### src/rtl/qenc_pkg.sv
package qenc_pkg;

    typedef enum logic [1:0] {
        RES_X2 = 2'd2,
        RES_X4 = 2'd3
    } res_e;

    typedef enum logic [1:0] {
        STEP_NONE = 2'd0,
        STEP_UP   = 2'd1,
        STEP_DN   = 2'd2
    } step_e;

    function automatic logic res_legal(input logic [1:0] code);
        return (code == 2'd2) || (code == 2'd3);
    endfunction

endpackage

### src/rtl/qenc_sync.sv
module qenc_sync #(
    parameter int N = 2
) (
    input  logic         clk,
    input  logic         rst,
    input  logic [N-1:0] din,
    output logic [N-1:0] dout
);
    for (genvar i = 0; i < N; i++) begin : g_bit
        logic s1, s2;
        always_ff @(posedge clk) begin
            if (rst) begin
                s1 <= 1'b0;
                s2 <= 1'b0;
            end else begin
                s1 <= din[i];
                s2 <= s1;
            end
        end
        assign dout[i] = s2;
    end
endmodule

### src/rtl/qenc_decode.sv
module qenc_decode
    import qenc_pkg::*;
(
    input  logic  clk,
    input  logic  rst,
    input  logic  a_s,
    input  logic  b_s,
    input  res_e  res,
    output step_e step
);
    logic a_p, b_p;

    always_ff @(posedge clk) begin
        if (rst) begin
            a_p <= 1'b0;
            b_p <= 1'b0;
        end else begin
            a_p <= a_s;
            b_p <= b_s;
        end
    end

    logic a_chg, b_chg;
    assign a_chg = a_s ^ a_p;
    assign b_chg = b_s ^ b_p;

    always_comb begin
        step = STEP_NONE;
        if (a_chg && !b_chg) begin
            step = (a_s ^ b_s) ? STEP_UP : STEP_DN;
        end else if (b_chg && !a_chg && res == RES_X4) begin
            step = (a_s ^ b_s) ? STEP_DN : STEP_UP;
        end
    end
endmodule

### src/rtl/qenc_core.sv
module qenc_core
    import qenc_pkg::*;
#(
    parameter int CW = 16
) (
    input  logic          clk,
    input  logic          rst,
    input  step_e         step,
    input  logic          cfg_we,
    input  logic [1:0]    cfg_mode,
    input  logic [CW-1:0] cfg_max,
    input  logic          cfg_irq_en,
    input  logic          run_we,
    input  logic          run_val,
    input  logic          flag_clr,
    input  logic          rd_rst,
    output logic [CW-1:0] count,
    output logic [CW-1:0] max_q,
    output res_e          res_q,
    output logic          run_q,
    output logic          irq_en_q,
    output logic          flag_q
);
    logic [CW-1:0] mid;
    logic [CW-1:0] base;
    logic [CW-1:0] nxt;
    logic          wrap;
    logic          cfg_ok;

    assign mid    = max_q >> 1;
    assign cfg_ok = cfg_we && res_legal(cfg_mode);
    assign base   = rd_rst ? mid : count;

    always_comb begin
        nxt  = base;
        wrap = 1'b0;
        if (run_q) begin
            if (step == STEP_UP) begin
                if (base >= max_q) begin
                    nxt  = '0;
                    wrap = 1'b1;
                end else begin
                    nxt = base + 1'b1;
                end
            end else if (step == STEP_DN) begin
                if (base == '0) begin
                    nxt  = max_q;
                    wrap = 1'b1;
                end else begin
                    nxt = base - 1'b1;
                end
            end
        end
    end

    always_ff @(posedge clk) begin
        if (rst) begin
            max_q    <= '1;
            res_q    <= RES_X4;
            irq_en_q <= 1'b0;
            run_q    <= 1'b0;
            count    <= {1'b0, {(CW-1){1'b1}}};
            flag_q   <= 1'b0;
        end else begin
            if (run_we) run_q <= run_val;
            if (cfg_ok) begin
                max_q    <= cfg_max;
                res_q    <= res_e'(cfg_mode);
                irq_en_q <= cfg_irq_en;
                count    <= cfg_max >> 1;
            end else begin
                count <= nxt;
            end
            if (wrap && !cfg_ok) flag_q <= 1'b1;
            else if (flag_clr)   flag_q <= 1'b0;
        end
    end
endmodule

### src/rtl/qenc_counter.sv
module qenc_counter
    import qenc_pkg::*;
#(
    parameter int CW = 16,
    localparam int RW = 32
) (
    input  logic          clk,
    input  logic          rst,
    input  logic          enc_a,
    input  logic          enc_b,
    input  logic          cfg_we,
    input  logic [1:0]    cfg_mode,
    input  logic [CW-1:0] cfg_max,
    input  logic          cfg_irq_en,
    input  logic          run_we,
    input  logic          run_val,
    input  logic          flag_clr,
    input  logic          rd_req,
    input  logic          rd_rst,
    output logic          rd_valid,
    output logic [RW-1:0] rd_data,
    output logic          upd_flag,
    output logic          irq
);
    logic [1:0]    ph_s;
    step_e         step;
    logic [CW-1:0] count, max_q;
    res_e          res_q;
    logic          run_q, irq_en_q, flag_q;

    qenc_sync #(.N(2)) u_sync (
        .clk (clk), .rst (rst),
        .din ({enc_a, enc_b}),
        .dout(ph_s)
    );

    qenc_decode u_dec (
        .clk (clk), .rst (rst),
        .a_s (ph_s[1]), .b_s (ph_s[0]),
        .res (res_q),
        .step(step)
    );

    qenc_core #(.CW(CW)) u_core (
        .clk       (clk), .rst (rst),
        .step      (step),
        .cfg_we    (cfg_we),
        .cfg_mode  (cfg_mode),
        .cfg_max   (cfg_max),
        .cfg_irq_en(cfg_irq_en),
        .run_we    (run_we),
        .run_val   (run_val),
        .flag_clr  (flag_clr),
        .rd_rst    (rd_rst),
        .count     (count),
        .max_q     (max_q),
        .res_q     (res_q),
        .run_q     (run_q),
        .irq_en_q  (irq_en_q),
        .flag_q    (flag_q)
    );

    always_ff @(posedge clk) begin
        if (rst) begin
            rd_valid <= 1'b0;
            rd_data  <= '0;
        end else begin
            rd_valid <= rd_req || rd_rst;
            if (rd_req || rd_rst)
                rd_data <= RW'(count) - RW'(max_q >> 1);
        end
    end

    assign upd_flag = flag_q;
    assign irq      = flag_q && irq_en_q;
endmodule


### config.mk
export PLATFORM = sky130hd
export DESIGN_NAME = qenc_counter
export DESIGN_NICKNAME = d
export VERILOG_FILES = /design/src/rtl/qenc_pkg.sv /design/src/rtl/qenc_sync.sv /design/src/rtl/qenc_decode.sv /design/src/rtl/qenc_core.sv /design/src/rtl/qenc_counter.sv
export SDC_FILE = /design/constraint.sdc
export NUM_CORES = 1
export LEC_CHECK = 0
export ABC_AREA = 0
export BUFFER_PORTS_ARGS = -buffer_cell sky130_fd_sc_hd__buf_2
export CAP_MARGIN = 30
export CORE_MARGIN = 5
export CORE_UTILIZATION = 60
export DETAILED_ROUTE_END_ITERATION = 10
export PLACE_DENSITY = 0.85
export SLEW_MARGIN = 20
export SYNTH_ARGS = -nofsm -noshare
export SYNTH_HDL_FRONTEND = slang
export SYNTH_HIERARCHICAL = 1
export SYNTH_SLANG_ARGS = --single-unit
### constraint.sdc
create_clock -name clk -period 4.32 [get_ports clk]
set_input_delay 0.216 -clock clk [delete_from_list [all_inputs] [get_ports clk]]
set_output_delay 0.216 -clock clk [all_outputs]
set_load 0.01 [all_outputs]
==> results.ini <==
[die]
die_w_um=103
die_h_um=103
placementRows=33
start_util_pct=62.2
coreArea_um2=8300
pin_count=64
die_area_um2=10600

[critical_path]
r2r_cells=10
cp-startpoint=u_core/max_q[6]
arrival_ns=3.51
cpPeakStageDelay_ns=0.56
path_cells=mux2i_1 > inv_1 > ha_1 > a22o_1 > o41a_1 > o21a_1 > a2111oi_4 > buf_4 > a22oi_1 > a41oi_1
crit_end=u_core/count[8]
cp_max_fo=17
rr_startpoint=u_core/max_q[6]
r2r_slack_ns=1.08
required_ns=4.58
worstSetupPathType=reg2reg
cpMaxStageDelayCell=mux2i_1
critPathCaptureType=flop
cp-start-kind=flop
r2r_end=u_core/count[8]

[synth]
ys_ff_latch=61
synth_flop_cell=dfxtp_1
synth_warnings=6
syn_nets=746
synth_cell_type_count=84
ys_seq_area_share_pct=23.7
synth_edf_count=0
synth_area_um2=5160
synthCells=682
synth-async-reset-ratio_pct=0
synth_area_per_cell_um2=7.57

[sta]
fin_crit_sh_pct=75.0
period_minus_slack_ns=3.24
max-slew-margin-rel_pct=35.7
rsz0062_at_grt=no
slew_viol_final=0
setup_viol=0
setup_tns_ns=0
worst_pin_slew_ns=0.961
clock_skew_ns=0.0102
fmax_mhz=309
hold_viol=0

[drt]
drc=0
dr.pass1.iters=6
vias=5370
ant_nets=0
drt-initial-drc-count=614
post_drt_wl_per_cell_um=19.4
wirelength_mm=16.0
viasPerCell=6.49

[clock_tree]
cts.sinks=61
ctsHoldBuffers=0
cts_tree=yes
htree_levels=3
cts_buffers=9
cts_resized=0
clk_latency_ns=0.35
clock_tree.root_cell=clkbuf_8
clk_pin_slew_ns=0.08
post_cts_buffers=0
cts_max_path_buffers=2

[power]
ir_drop_mv=0.165
p_leak_nw=2.56
p_per_area_nw_per_um2=342

[min_path]
hold_class=in2reg

[finish]
drive_gt1_share_pct=16.0
mostFrequentLayoutCells=75 x nand2_1, 63 x buf_2, 61 x dfxtp_1
final_nets=782
fill_cells=740
final_common_cell=nand2_1
stdcell_area_um2=5580
area_growth_pct=8.17
diodes=0

[placed_design]
dp_hpwl_mm=11.6
place_congestion=0.940
port_buffers=63
place_area_um2=5370

[grt]
grt_pass1_wl_mm=25.5
top_usage_layer=met2
gr-usage-met1_pct=42.2
grt_max_degree=37
gr-total-overflow=0
met3_usage_pct=5.28
antenna_found_initial=0
grt_pass1_vias=4938
grt_usage_pct=30.8
grt_util_met2_pct=49.2

[status]
status=complete, no violations

[job]
cap_viol_max_count=0

## cell families after synthesis
family          after synthesis  share of synthesized area (%)
fa+ha+maj                    35                           8.63
buf+inv                      99                           9.89
mux                          19                           3.78
xor+xnor                     17                           2.89
simple gates                251                           25.4
compound gates              200                           25.8
flops                        61                           23.7
## synth_stat cells, types with 4 or more instances
library cell | count | area (µm²)
o21a_1 | 5 | 37.5
a21oi_1 | 60 | 300
mux2_2 | 4 | 45.0
o21ai_1 | 8 | 40.0
o211ai_1 | 8 | 60.1
and3_1 | 6 | 37.5
nor4_1 | 6 | 37.5
nor4b_1 | 7 | 61.3
a41oi_1 | 5 | 43.8
o21ai_0 | 39 | 195
inv_1 | 49 | 184
buf_4 | 18 | 135
o22ai_1 | 5 | 31.3
o21bai_1 | 4 | 30.0
nand2_1 | 75 | 282
nor3b_1 | 4 | 30.0
xor2_1 | 5 | 43.8
nand3_1 | 29 | 145
a221oi_1 | 6 | 52.6
a31oi_1 | 11 | 68.8
clkbuf_1 | 18 | 67.6
dfxtp_1 | 61 | 1220
a22o_1 | 4 | 35.0
o31ai_1 | 5 | 37.5
nor3_1 | 17 | 85.1
nor2b_1 | 11 | 68.8
xnor2_1 | 12 | 105
nor2_1 | 47 | 176
ha_1 | 34 | 425
a21o_1 | 5 | 37.5
nand2b_1 | 6 | 37.5
and2_1 | 5 | 31.3
mux2i_1 | 15 | 150
buf_2 | 5 | 25.0
nand4_1 | 11 | 68.8
buf_6 | 6 | 67.6
## cell type report
class                      count  area (µm²)  area share, %
multi-input combinational    522        3430           61.4
clock buffer                  10         128           2.29
inverter                      50         188           3.36
sequential                    61        1220           21.9
timing repair buffer          74         398           7.13
clock inverter                 6        87.6           1.57
tap                          105         131           2.35
## metrics by stage
step,hold slack [ns],power [mW],util [%],worst slack [ns],instances
floorplan,0.288,1.17,-,1.05,682
detailed placement,0.426,1.33,64.7,0.961,812
finish,0.0749,1.91,67.3,1.08,828
CTS,0.0706,1.90,67.3,1.18,828
global route,0.0785,2.02,67.3,0.974,828
global placement,0.418,1.31,64.7,1.13,812
## report_power, final
| part | internal, mW | switching, mW |
|---|---|---|
| Clock | 0.325 | 0.250 |
| Combinational | 0.263 | 0.382 |
| Sequential | 0.622 | 0.0668 |
| Total | 1.21 | 0.698 |
## critical path, delay by kind of cell, from the launching register on
kind                     cells  cell delay [ns]
AO/OA/AOI/OAI                6             1.34
adder cells (fa/ha/maj)      1             0.35
buffers and inverters        2             0.52
flip-flops                   1             0.39
multiplexers                 1             0.56
## registers in the layout, indices dropped and copies added (netlist names)
name / count
u_core/count: 16
u_core/irq_en_q: 1
u_core/run_q: 1
u_core/flag_q: 1
u_core/max_q: 16
u_dec/a_p: 1
rd_data: 17
u_sync/g_bit.s2: 2
rd_valid: 1
u_dec/b_p: 1
u_core/res_q: 2
u_sync/g_bit.s1: 2
## routing by layer
| metal | wire (µm) | part of all wire [%] |
|---|---|---|
| met2 | 7040 | 44 |
| met5 | 0 | 0 |
| met1 | 6790 | 42 |
| met3 | 1720 | 11 |
| met4 | 477 | 3.0 |
## worst min path at each step
stage | from | end | slack, ns | depth (start not counted)
6_report | cfg_max[0] | u_core/max_q[0] | 0.07 | 3
5_1_grt | enc_b | u_sync/g_bit[0].s1 | 0.08 | 2
4_1_cts | cfg_max[0] | u_core/max_q[0] | 0.07 | 3
3_5_place_dp | u_sync/g_bit[0].s1 | u_sync/g_bit[0].s2 | 0.43 | 1
3_3_place_gp | u_sync/g_bit[1].s1 | u_sync/g_bit[1].s2 | 0.42 | 1
2_1_floorplan | rst | u_dec/a_p | 0.29 | 1
Power figures use the tool's default switching activity.
